File: config.mk
export PLATFORM = sky130hd
export DESIGN_NAME = plane_pixel_serializer
export DESIGN_NICKNAME = d
export VERILOG_FILES = /design/src/rtl/pss_pkg.sv /design/src/rtl/pss_capture.sv /design/src/rtl/pss_sequencer.sv /design/src/rtl/pss_format.sv /design/src/rtl/plane_pixel_serializer.sv
export SDC_FILE = /design/constraint.sdc
export NUM_CORES = 1
export LEC_CHECK = 0
export BUFFER_PORTS_ARGS = -buffer_cell sky130_fd_sc_hd__buf_4
export CAP_MARGIN = 20
export CORE_MARGIN = 2
export CORE_UTILIZATION = 50
export DETAILED_ROUTE_END_ITERATION = 8
export PLACE_DENSITY = 0.79
export SLEW_MARGIN = 20
export SYNTH_ARGS = -nofsm -noshare
export SYNTH_HDL_FRONTEND = slang
export SYNTH_SLANG_ARGS = --single-unit
File: constraint.sdc
create_clock -name clk -period 1.8 [get_ports clk]
set_input_delay 0.27 -clock clk [delete_from_list [all_inputs] [get_ports clk]]
set_output_delay 0.27 -clock clk [all_outputs]
set_load 0.01 [all_outputs]
File: src/rtl/pss_pkg.sv
package pss_pkg;
  typedef enum logic [1:0] {
    FMT_TEXT    = 2'd0,
    FMT_ODDEVEN = 2'd1,
    FMT_PLANAR  = 2'd2,
    FMT_BYTE    = 2'd3
  } fmt_e;

  localparam int NUM_PLANES = 4;
endpackage

File: src/rtl/pss_capture.sv
module pss_capture #(
  parameter int PLANE_W = 8,
  localparam int WORD_W = pss_pkg::NUM_PLANES * PLANE_W
) (
  input  logic               clk,
  input  logic               rst_n,
  input  logic               load,
  input  logic [WORD_W-1:0]  word_in,
  input  logic [PLANE_W-1:0] glyph_in,
  input  logic [1:0]         mode_in,
  output logic [WORD_W-1:0]  word_q,
  output logic [PLANE_W-1:0] glyph_q,
  output pss_pkg::fmt_e      mode_q
);
  logic [WORD_W-1:0]  word_d;
  logic [PLANE_W-1:0] glyph_d;
  pss_pkg::fmt_e      mode_d;

  always_comb begin
    word_d  = word_q;
    glyph_d = glyph_q;
    mode_d  = mode_q;
    if (load) begin
      word_d  = word_in;
      glyph_d = glyph_in;
      mode_d  = pss_pkg::fmt_e'(mode_in);
    end
  end

  always_ff @(posedge clk or negedge rst_n) begin
    if (!rst_n) begin
      word_q  <= '0;
      glyph_q <= '0;
      mode_q  <= pss_pkg::FMT_TEXT;
    end else begin
      word_q  <= word_d;
      glyph_q <= glyph_d;
      mode_q  <= mode_d;
    end
  end
endmodule

File: src/rtl/pss_sequencer.sv
module pss_sequencer #(
  parameter int PLANE_W = 8,
  localparam int CNT_W = $clog2(PLANE_W)
) (
  input  logic             clk,
  input  logic             rst_n,
  input  logic             load,
  output logic             active,
  output logic [CNT_W-1:0] idx
);
  localparam logic [CNT_W-1:0] LAST = CNT_W'(PLANE_W - 1);

  logic             active_d;
  logic [CNT_W-1:0] idx_d;

  always_comb begin
    active_d = active;
    idx_d    = idx;
    if (load) begin
      active_d = 1'b1;
      idx_d    = '0;
    end else if (active) begin
      if (idx == LAST) begin
        active_d = 1'b0;
        idx_d    = '0;
      end else begin
        idx_d = idx + 1'b1;
      end
    end
  end

  always_ff @(posedge clk or negedge rst_n) begin
    if (!rst_n) begin
      active <= 1'b0;
      idx    <= '0;
    end else begin
      active <= active_d;
      idx    <= idx_d;
    end
  end
endmodule

File: src/rtl/pss_format.sv
module pss_format #(
  parameter int PLANE_W = 8,
  localparam int WORD_W = pss_pkg::NUM_PLANES * PLANE_W,
  localparam int CNT_W  = $clog2(PLANE_W),
  localparam int NIB_W  = pss_pkg::NUM_PLANES
) (
  input  logic [WORD_W-1:0]  word_q,
  input  logic [PLANE_W-1:0] glyph_q,
  input  pss_pkg::fmt_e      mode_q,
  input  logic [CNT_W-1:0]   idx,
  output logic [PLANE_W-1:0] pix
);
  logic [PLANE_W-1:0] plane [pss_pkg::NUM_PLANES];

  for (genvar p = 0; p < pss_pkg::NUM_PLANES; p++) begin : g_split
    assign plane[p] = word_q[p*PLANE_W +: PLANE_W];
  end

  logic [CNT_W-1:0] bit_pos;
  logic [CNT_W-2:0] pair_idx;
  logic [CNT_W-1:0] pair_hi;
  logic [CNT_W-1:0] pair_lo;
  logic             second_half;
  logic [1:0]       byte_sel;
  logic [NIB_W-1:0] attr_fg;
  logic [NIB_W-1:0] attr_bg;
  logic [NIB_W-1:0] planar_nib;

  assign bit_pos     = CNT_W'(PLANE_W - 1) - idx;
  assign second_half = idx[CNT_W-1];
  assign pair_idx    = idx[CNT_W-2:0];
  assign pair_hi     = CNT_W'(PLANE_W - 1) - {pair_idx, 1'b0};
  assign pair_lo     = pair_hi - 1'b1;
  assign byte_sel    = idx[CNT_W-1 -: 2];
  assign attr_fg     = plane[1][NIB_W-1:0];
  assign attr_bg     = plane[1][2*NIB_W-1:NIB_W];

  for (genvar b = 0; b < NIB_W; b++) begin : g_planar
    assign planar_nib[b] = plane[b][bit_pos];
  end

  always_comb begin
    pix = '0;
    unique case (mode_q)
      pss_pkg::FMT_TEXT:
        pix = PLANE_W'(glyph_q[bit_pos] ? attr_fg : attr_bg);
      pss_pkg::FMT_ODDEVEN:
        if (second_half)
          pix = PLANE_W'({plane[3][pair_hi], plane[3][pair_lo],
                          plane[1][pair_hi], plane[1][pair_lo]});
        else
          pix = PLANE_W'({plane[2][pair_hi], plane[2][pair_lo],
                          plane[0][pair_hi], plane[0][pair_lo]});
      pss_pkg::FMT_PLANAR:
        pix = PLANE_W'(planar_nib);
      pss_pkg::FMT_BYTE:
        pix = plane[byte_sel];
      default: pix = '0;
    endcase
  end
endmodule

File: src/rtl/plane_pixel_serializer.sv
module plane_pixel_serializer #(
  parameter int PLANE_W = 8,
  localparam int WORD_W = pss_pkg::NUM_PLANES * PLANE_W,
  localparam int CNT_W  = $clog2(PLANE_W)
) (
  input  logic               clk,
  input  logic               rst_n,
  input  logic               load,
  input  logic [WORD_W-1:0]  word_in,
  input  logic [PLANE_W-1:0] glyph_in,
  input  logic [1:0]         mode_in,
  output logic               pix_valid,
  output logic [PLANE_W-1:0] pix_out
);
  logic [WORD_W-1:0]  word_q;
  logic [PLANE_W-1:0] glyph_q;
  pss_pkg::fmt_e      mode_q;
  logic               active;
  logic [CNT_W-1:0]   idx;
  logic [PLANE_W-1:0] fmt_pix;

  pss_capture #(.PLANE_W(PLANE_W)) u_cap (
    .clk(clk), .rst_n(rst_n), .load(load),
    .word_in(word_in), .glyph_in(glyph_in), .mode_in(mode_in),
    .word_q(word_q), .glyph_q(glyph_q), .mode_q(mode_q)
  );

  pss_sequencer #(.PLANE_W(PLANE_W)) u_seq (
    .clk(clk), .rst_n(rst_n), .load(load),
    .active(active), .idx(idx)
  );

  pss_format #(.PLANE_W(PLANE_W)) u_fmt (
    .word_q(word_q), .glyph_q(glyph_q), .mode_q(mode_q),
    .idx(idx), .pix(fmt_pix)
  );

  assign pix_valid = active;
  assign pix_out   = active ? fmt_pix : '0;
endmodule

Word level (Yosys, flattened, before mapping)
Cells that the tools add are included.

$add $sub $neg: 4. Order comparisons: 4. Eq/ne operators: 4. Multiplexer cells: 39. Bitwise gates (word level): 1. Reductions and logical operators: 2.

Operator list (count): $bmux W1 S3 (13); $pmux W8 S4 (1); $mux W8 (3); $bmux W8 S2 (1); $mux W1 (16); $lt A3 B4 Y1 const B (3); $mux W3 (3); $mux W4 (2); $sub A3 B3 Y3 const A (2); $eq A2 B2 Y1 const B (2); $add A3 B1 Y3 const B (1); $eq A3 B3 Y1 const B (1); $ge A3 B3 Y1 const B (1); $not A2 Y3 (1); $sub A3 B1 Y3 const B (1); $eq A2 B1 Y1 const B (1); $logic_not A2 Y1 (1); $reduce_bool A2 Y1 (1).

Register bits: 46. Input port bits: 45. Output and inout port bits: 9. Logic and storage cells: 59.

Logic depth before layout (Yosys ltp)
Gate-level depths: netlist of the first run.

Depth in word-level cells: 7. Depth in mapped cells: 7. Depth with buffers taken out: 5.

Modules after synthesis
Synthesis of the first run repeated with hierarchy kept, for this count alone.

Cells, all modules: 220. Area total of the unflattened synthesis: 2990.4 um^2.

By module, submodules not included: pss_capture (times used 1, cells an instance 89, area an instance 1765.4 um^2, sequential area each 1051.0 um^2); pss_format (times used 1, cells an instance 108, area an instance 987.2 um^2, sequential area each 0.0 um^2); pss_sequencer (times used 1, cells an instance 15, area an instance 187.7 um^2, sequential area each 100.1 um^2); plane_pixel_serializer (times used 1, cells an instance 8, area an instance 50.0 um^2, sequential area each 0.0 um^2).

Worst setup path before layout of the first run
OpenSTA, ideal clock, no wires.

Kind: register to output. Start point: register u_seq.idx[0]. End point: output pix_out[2]. Arrival: 1.762 ns. Required time: 1.530 ns. Path slack: -0.232 ns. Cell stages (with the launch flop): 6. Buffers on the path: 1. Path through: dfrtp_1 > buf_6 > mux4_2 > mux2_4 > mux2i_1 > o311a_1.

Longest elaborated chain between the ends: 7. Elaborated cells between the ends (all ways): 15. Classes of those cells: 3 x add/sub; 12 x mux.

Ends and longest elaborated chain: from (decl) (line pss_sequencer.sv:9) `output logic [CNT_W-1:0] idx`; from (signal assigned) (line pss_sequencer.sv:38) `idx <= idx_d;`; $sub A3 B3 Y3 (line pss_format.sv:32) `assign pair_hi = CNT_W'(PLANE_W - 1) - {pair_idx, 1'b0};`; $sub A3 B1 Y3 (line pss_format.sv:33) `assign pair_lo = pair_hi - 1'b1;`; $bmux W1 S3 (on tied branches) (line pss_format.sv:52, pss_format.sv:49); $mux W1 (on tied branches) (line pss_format.sv:52, pss_format.sv:49); $mux W4 (line pss_format.sv:48) `if (second_half)`; $pmux W8 S4 (*) (line pss_format.sv:44) `unique case (mode_q)`; $mux W8 (*) (line plane_pixel_serializer.sv:39) `assign pix_out = active ? fmt_pix : '0;`; to (decl) (line plane_pixel_serializer.sv:13) `output logic [PLANE_W-1:0] pix_out`.

Mark *: on every way between the ends. The rest lies on a longest branch, timed or not. The select of a mux whose other input is x is not followed.

Final worst setup path of the first run
Ends and elaborated chain as after synthesis.

==> results of run 1 <==
-- metrics by stage --
step	std cells	util [%]	area [um^2]	TNS (ps)
finish	346	70.2	3630	-3390
global route	346	70.2	3630	-4120
CTS	347	70.7	3660	-3560
detailed placement	327	65.5	3390	-1220
global placement	327	65.5	3390	-1060
floorplan	186	-	2720	-654
-- sequential cells by signal, indices dropped and copies added, names as in the netlist --
name and count:
u_cap.glyph_q 8, u_cap.mode_q 2, u_cap.word_q 32, u_seq.active 1
u_seq.idx 3
-- layout by cell type, fill, tap and decap left out --
cell type      instances
dlygate4sd3_1          1
o21ai_1                1
buf_12                 1
nor2_1                10
nand2_1                5
mux4_1                 3
a21o_1                 1
a32o_1                 2
nand3b_1               1
clkbuf_8               5
o211ai_1               1
clkbuf_1               1
nor2b_4                2
clkbuf_16              1
nor2b_1                2
dfrtp_2                3
mux2i_1               14
inv_1                  1
o311a_1                1
dfrtp_1               43
mux2_2                42
mux4_2                23
nand3_1                2
buf_6                  7
buf_4                 87
nand2b_1               4
a21oi_1                3
a32o_2                 1
buf_8                  1
mux2_4                 1
ha_1                   2
clkinvlp_4             1
bufinv_16              1
o21ai_0                2
-- critical path: stages (launching register included) --
cell and delay (ps):
dfrtp_2 430, mux4_2 500, mux2_4 320, mux2i_1 130, o311a_1 300, buf_6 130
-- final timing paths --
check | depth (start not counted) | slack [ps] | end
worst min register to register | 1 | 510 | u_cap.glyph_q[7]$_DFFE_PN0P_
worst max-delay path | 5 | -580 | pix_out[2]
worst min-delay path | 2 | 190 | u_cap.word_q[30]$_DFFE_PN0P_
max in group asynchronous | 2 | 880 | u_seq.idx[0]$_DFFE_PN0P_
min in group asynchronous | 2 | 500 | u_cap.word_q[6]$_DFFE_PN0P_
worst max register to register | 6 | 280 | u_seq.idx[2]$_DFFE_PN0P_
-- final cells by class --
cell class	count	share of cell area (%)
Inverter	1	0.103
Timing Repair Buffer	98	22.1
Clock inverter	2	1.03
Tap cell	70	2.41
Multi-Input combinational cell	123	40.6
Clock buffer	6	2.00
Sequential cell	46	31.8
-- per-layer routing --
layer / wire (um) / up-vias / track usage [%]
met4: 159 / 0 / 8.57
met1: 2610 / 1003 / 28.6
li1: - / 892 / -
met5: 0 / - / 0
met2: 3310 / 74 / 41.1
met3: 386 / 17 / 5.70
-- repair_timing --
action,in CTS,in global routing
endpoints found under the hold margin,46,0
setup endpoints to repair,8,8
gates resized for setup,23,4
hold buffers,1,0
buffers inserted,9,1
gates cloned,2,0
pin swaps,4,1
-- power breakdown --
part,total (mW),switching (mW),internal (mW),leakage (nW)
logic,0.917,0.319,0.598,1.01
registers,1.26,0.129,1.13,0.535
clock network,0.780,0.365,0.414,0.0514
-- kinds of logic after synthesis --
logic type,share of synthesized area (%)
mux,45.8
compound gates,3.13
buf+inv,3.18
flops,42.4
fa+ha+maj,0.922
simple gates,4.56
==> summary.txt, run 1 <==
Route
  • DRC viols: 0
  • Final WL: 6460 um
  • Post-route ant nets: 0
  • Pre-antenna DRT Iters: 4
  • DR iter-0 viols: 111
  • Vias: 1986
  • Wire per inst: 18.7 um
  • Vias per cell: 5.74

Timing
  • Tmin final: 2380 ps
  • Final setup vio count: 8
  • RSZ-0062 raised after global routing: yes
  • Hold Slack: 186 ps
  • Clock skew: 1.44 ps
  • Final Hold Fails: 0
  • Relative slew slack: 61.4%
  • Fin crit share: 132%
  • Least-Margin Pin Slew: 579 ps
  • Fin worst setup slack: -584 ps
  • Max Fclk: 419 MHz
  • Pins over their slew limit: 0

Critical path
  • CP startpoint kind: register
  • WP data arrival: 2110 ps
  • Crit path required time: 1530 ps
  • WS Path Type: register to primary output
  • Maximum fanout along the worst path: 4
  • Worst reg2reg path startpoint: u_seq.idx[0]$_DFFE_PN0P_
  • Crit path from: u_seq.idx[0]$_DFFE_PN0P_
  • Setup crit end kind: primary output

Synth
  • Post-Syn Nets: 233
  • Synth top cells by count: dfrtp_1 (46), mux2_2 (42), mux4_2 (18)
  • Synth unique cells: 24
  • Number of synthesized register bits: 46
  • EDFF count, synth: 0
  • Ys flop type: dfrtp_1
  • Most frequent cell after synthesis: dfrtp_1
  • Post-Synthesis Cell Area: 2720 um^2
  • Async set-reset flop share out of synthesis: 100%
  • Mapped Cells: 186
  • Share of the synthesized area in the top cell type: 42.4%
  • Area contributors post-synth: dfrtp_1 (42%), mux2_2 (17%), mux4_2 (15%)
  • Area leader, netlist: dfrtp_1
  • Synth Warn #: 0
  • Syn avg cell area: 14.6 um^2
  • Sequential element share of the synthesized area: 42.4%

Cells and area
  • Multi-input logic area: 1480 um^2
  • Nets@finish: 322
  • FILL cells: 363
  • Register area: 1150 um^2
  • Antenna Cells: 0
  • Layout cell share with drive strength beyond 1: 63.8%
  • P&R area growth vs syn: 33.8%

Clocking
  • Reg clk slew, reported paths: 90 ps
  • Total CTS buffers: 5
  • Skew-Pair Late Insertion Delay: 310 ps
  • CTS tree: built
  • Clock sink count: 46
  • H-Tree Depth: 2
  • Root Buffer: clkbuf_8
  • Clock Path Buffers: 2

Floorplan
  • Ports: 54
  • Chip width: 77.7 um
  • Row count: 26
  • Core ar.: 5170 um^2
  • Initial Util: 52.5%
  • Die area: 6040 um^2
  • Die height: 77.7 um

Min path
  • Hold Crit Class: input port to register
  • Hold wc startpoint: word_in[30]

Global routing
  • Total gr overflow: 0
  • Vias in the first global route: 2187
  • Initial antenna violation count: 0
  • Pin count of the biggest net entering global routing: 47
  • Tot GR Track Use: 23.7%
  • Global-route wire length before repair: 10800 um

Place
  • Pre-CTS WS: -320 ps
  • IO Port Bufs: 53
  • Dpl hpwl: 4460 um
  • Gpl congestion: 0.853

Run status
  • Status: complete, but fails checks
  • Violated checks: negative setup slack

Run
  • Max-Cap Viols: 0

Power
  • VDD IR-drop max: 0.000518 V
  • Power Total: 2.96 mW
  • Pwr per Cell Area: 815 nW/um^2
  • P_leak: 1.60 nW
Note: power is estimated with default switching activity, not from simulation.
==> inputs of run 2 (changes only) <==
Settings changed: CELL_PAD_IN_SITES_DETAIL_PLACEMENT from default to 1, CELL_PAD_IN_SITES_GLOBAL_PLACEMENT from default to 2, CORE_UTILIZATION 50 to 34, MAX_ROUTING_LAYER from default to met4, PLACE_DENSITY 0.79 to 0.78.
==> run 2 against run 1 <==
Effect of this change: the flow still finishes with violations (negative setup slack); sequential power is essentially flat; clock power shrank 14%; critical endpoint unchanged; core utilization shrank 22 points; routed wire length grew 9.3%; combinational power grew 3.9%; worst hold slack gained 2.0 ps; power shrank 2.4%; maximum frequency shrank 1.3%; largest cell class unchanged.
==> summary.txt, run 2 (synthesized netlist as in run 1, its figures left out) <==
Place
  • Gpl congestion: 0.809
  • IO Port Bufs: 53
  • Dpl hpwl: 5220 um
  • Pre-CTS WS: -355 ps

Cells and area
  • Max reg flops: 32
  • Commonest non-fill, non-tap cells in the layout: buf_4 (81), dfrtp_1 (43), mux2_2 (42)
  • Biggest register: u_cap.word_q
  • P&R area growth vs syn: 37.0%
  • Layout cell share with drive strength beyond 1: 64.4%
  • Antenna Cells: 0
  • Biggest regs: u_cap.word_q x32, u_cap.glyph_q x8, u_seq.idx x3
  • Commonest non-fill, non-tap cell in the layout: buf_4
  • Nets@finish: 321

Route
  • Pre-antenna DRT Iters: 4
  • Wire per inst: 18.7 um
  • Met3 wire length: 352 um
  • DRC viols: 0
  • Uppermost layer routed: met4
  • Final WL: 7060 um
  • Vias: 1970
  • Post-route ant nets: 0
  • Met2 WL: 3330 um
  • Vias per cell: 5.23
  • Routed met1 length: 3310 um
  • DR iter-0 viols: 70

Power
  • Power Total: 2.89 mW
  • VDD IR-drop max: 0.000412 V
  • P_leak: 1.62 nW
  • Pwr per Cell Area: 777 nW/um^2

Clocking
  • Clock Path Buffers: 2
  • Total CTS buffers: 5
  • Clock sink count: 46
  • Root Buffer: clkbuf_8
  • H-Tree Depth: 2
  • Reg clk slew, reported paths: 90 ps
  • CTS tree: built
  • Skew-Pair Late Insertion Delay: 300 ps

Critical path
  • Crit-path slowest cell: mux4_2
  • CP Cell Sequence: mux4_2 -> mux2_4 -> mux2i_1 -> o311a_1 -> buf_6
  • WS Path Type: register to primary output
  • WP data arrival: 2150 ps
  • Crit path max-delay family: multiplexers
  • Buf/Inv on CP: 1
  • Maximum fanout along the worst path: 4
  • Setup crit end kind: primary output
  • R2R Setup Slk: 280 ps
  • Crit path largest cell delay: 510 ps
  • CP startpoint kind: register
  • Crit path required time: 1530 ps

Timing
  • Least-Margin Pin Slew: 580 ps
  • Final setup vio count: 8
  • RSZ-0062 raised after global routing: yes
  • Setup tns final: -3140 ps
  • Max Fclk: 414 MHz
  • Pins over their slew limit: 0
  • Relative slew slack: 61.3%
  • Fin worst setup slack: -617 ps
  • Fin crit share: 134%
  • Hold Slack: 188 ps
  • Tmin final: 2420 ps
  • Clock skew: 0.429 ps
  • Final Hold Fails: 0

Run status
  • Status: complete, but fails checks
  • Violated checks: negative setup slack

Global routing
  • Initial antenna violation count: 0
  • Global-route wire length before repair: 11600 um
  • Pin count of the biggest net entering global routing: 47
  • Total gr overflow: 0
  • Tot GR Track Use: 18.1%
  • Vias in the first global route: 2109

Min path
  • Hold Crit Class: input port to register

Floorplan
  • Row count: 32
  • Die height: 93.4 um
  • Initial Util: 35.1%
  • Core ar.: 7730 um^2
  • Chip width: 93.4 um
  • Ports: 54
  • Die area: 8720 um^2

Run
  • Max-Cap Viols: 0
run 2: changes by cell type in the layout (fill, tap and decap cells not counted), moves of 2 or more:
cell,delta
nor2b_4,+2
buf_4,-6
buf_6,+2
nor2b_1,-2
mux4_2,-2
mux4_1,+2
buf_12,+3
run 2: final timing paths:
| path | start | endpoint | cells after the start |
|---|---|---|---|
| worst min-delay path | glyph_in[3] | u_cap.glyph_q[3]$_DFFE_PN0P_ | 2 |
| worst min register to register | u_cap.glyph_q[7]$_DFFE_PN0P_ | u_cap.glyph_q[7]$_DFFE_PN0P_ | 1 |
| min in group asynchronous | rst_n | u_cap.glyph_q[0]$_DFFE_PN0P_ | 2 |
| worst max register to register | u_seq.idx[1]$_DFFE_PN0P_ | u_seq.idx[2]$_DFFE_PN0P_ | 6 |
| worst max-delay path | u_seq.idx[0]$_DFFE_PN0P_ | pix_out[2] | 5 |
| max in group asynchronous | rst_n | u_seq.idx[1]$_DFFE_PN0P_ | 2 |
run 2: per-layer routing:
metal | GRT usage [%] | vias to the layer above
li1 | - | 892
met4 | 5.27 | 0
met1 | 26.5 | 1008
met5 | - | -
met2 | 26.4 | 64
met3 | 2.58 | 6
run 2: layout make-up:
type	instances	area (um^2)
Fill cell	798	4010
Sequential cell	46	1150
Clock buffer	6	82.6
Clock inverter	2	12.5
Tap cell	102	128
Multi-Input combinational cell	123	1500
Inverter	1	3.75
Timing Repair Buffer	97	840
run 2: worst reg2reg max path: stages (launching register included):
cell,delay (ps)
dfrtp_2,450
clkbuf_16,180
buf_4,150
ha_1,180
ha_1,270
mux2i_1,130
nor2_1,50
run 2: repair_timing:
item | in CTS | in global routing
setup buffers | 6 | 3
resized for setup | 22 | 13
setup endpoints to repair | 8 | 8
gates cloned | 1 | 0
endpoints found under the hold margin | 46 | 0
hold buffers | 1 | 0
pin swaps | 0 | 1
run 2: stage by stage:
stage                     util (%)  cell area [um^2]  cells
after floorplan                  -              2720    186
after global placement        44.9              3470    361
after detailed placement      44.9              3470    361
after CTS                     47.7              3690    375
after global routing          48.1              3720    377
final                         48.1              3720    377
run 2: power by group:
group	internal [mW]	total [mW]	switching, mW
registers	1.13	1.27	0.132
clock network	0.309	0.669	0.360
logic	0.621	0.953	0.332
total	2.06	2.89	0.824
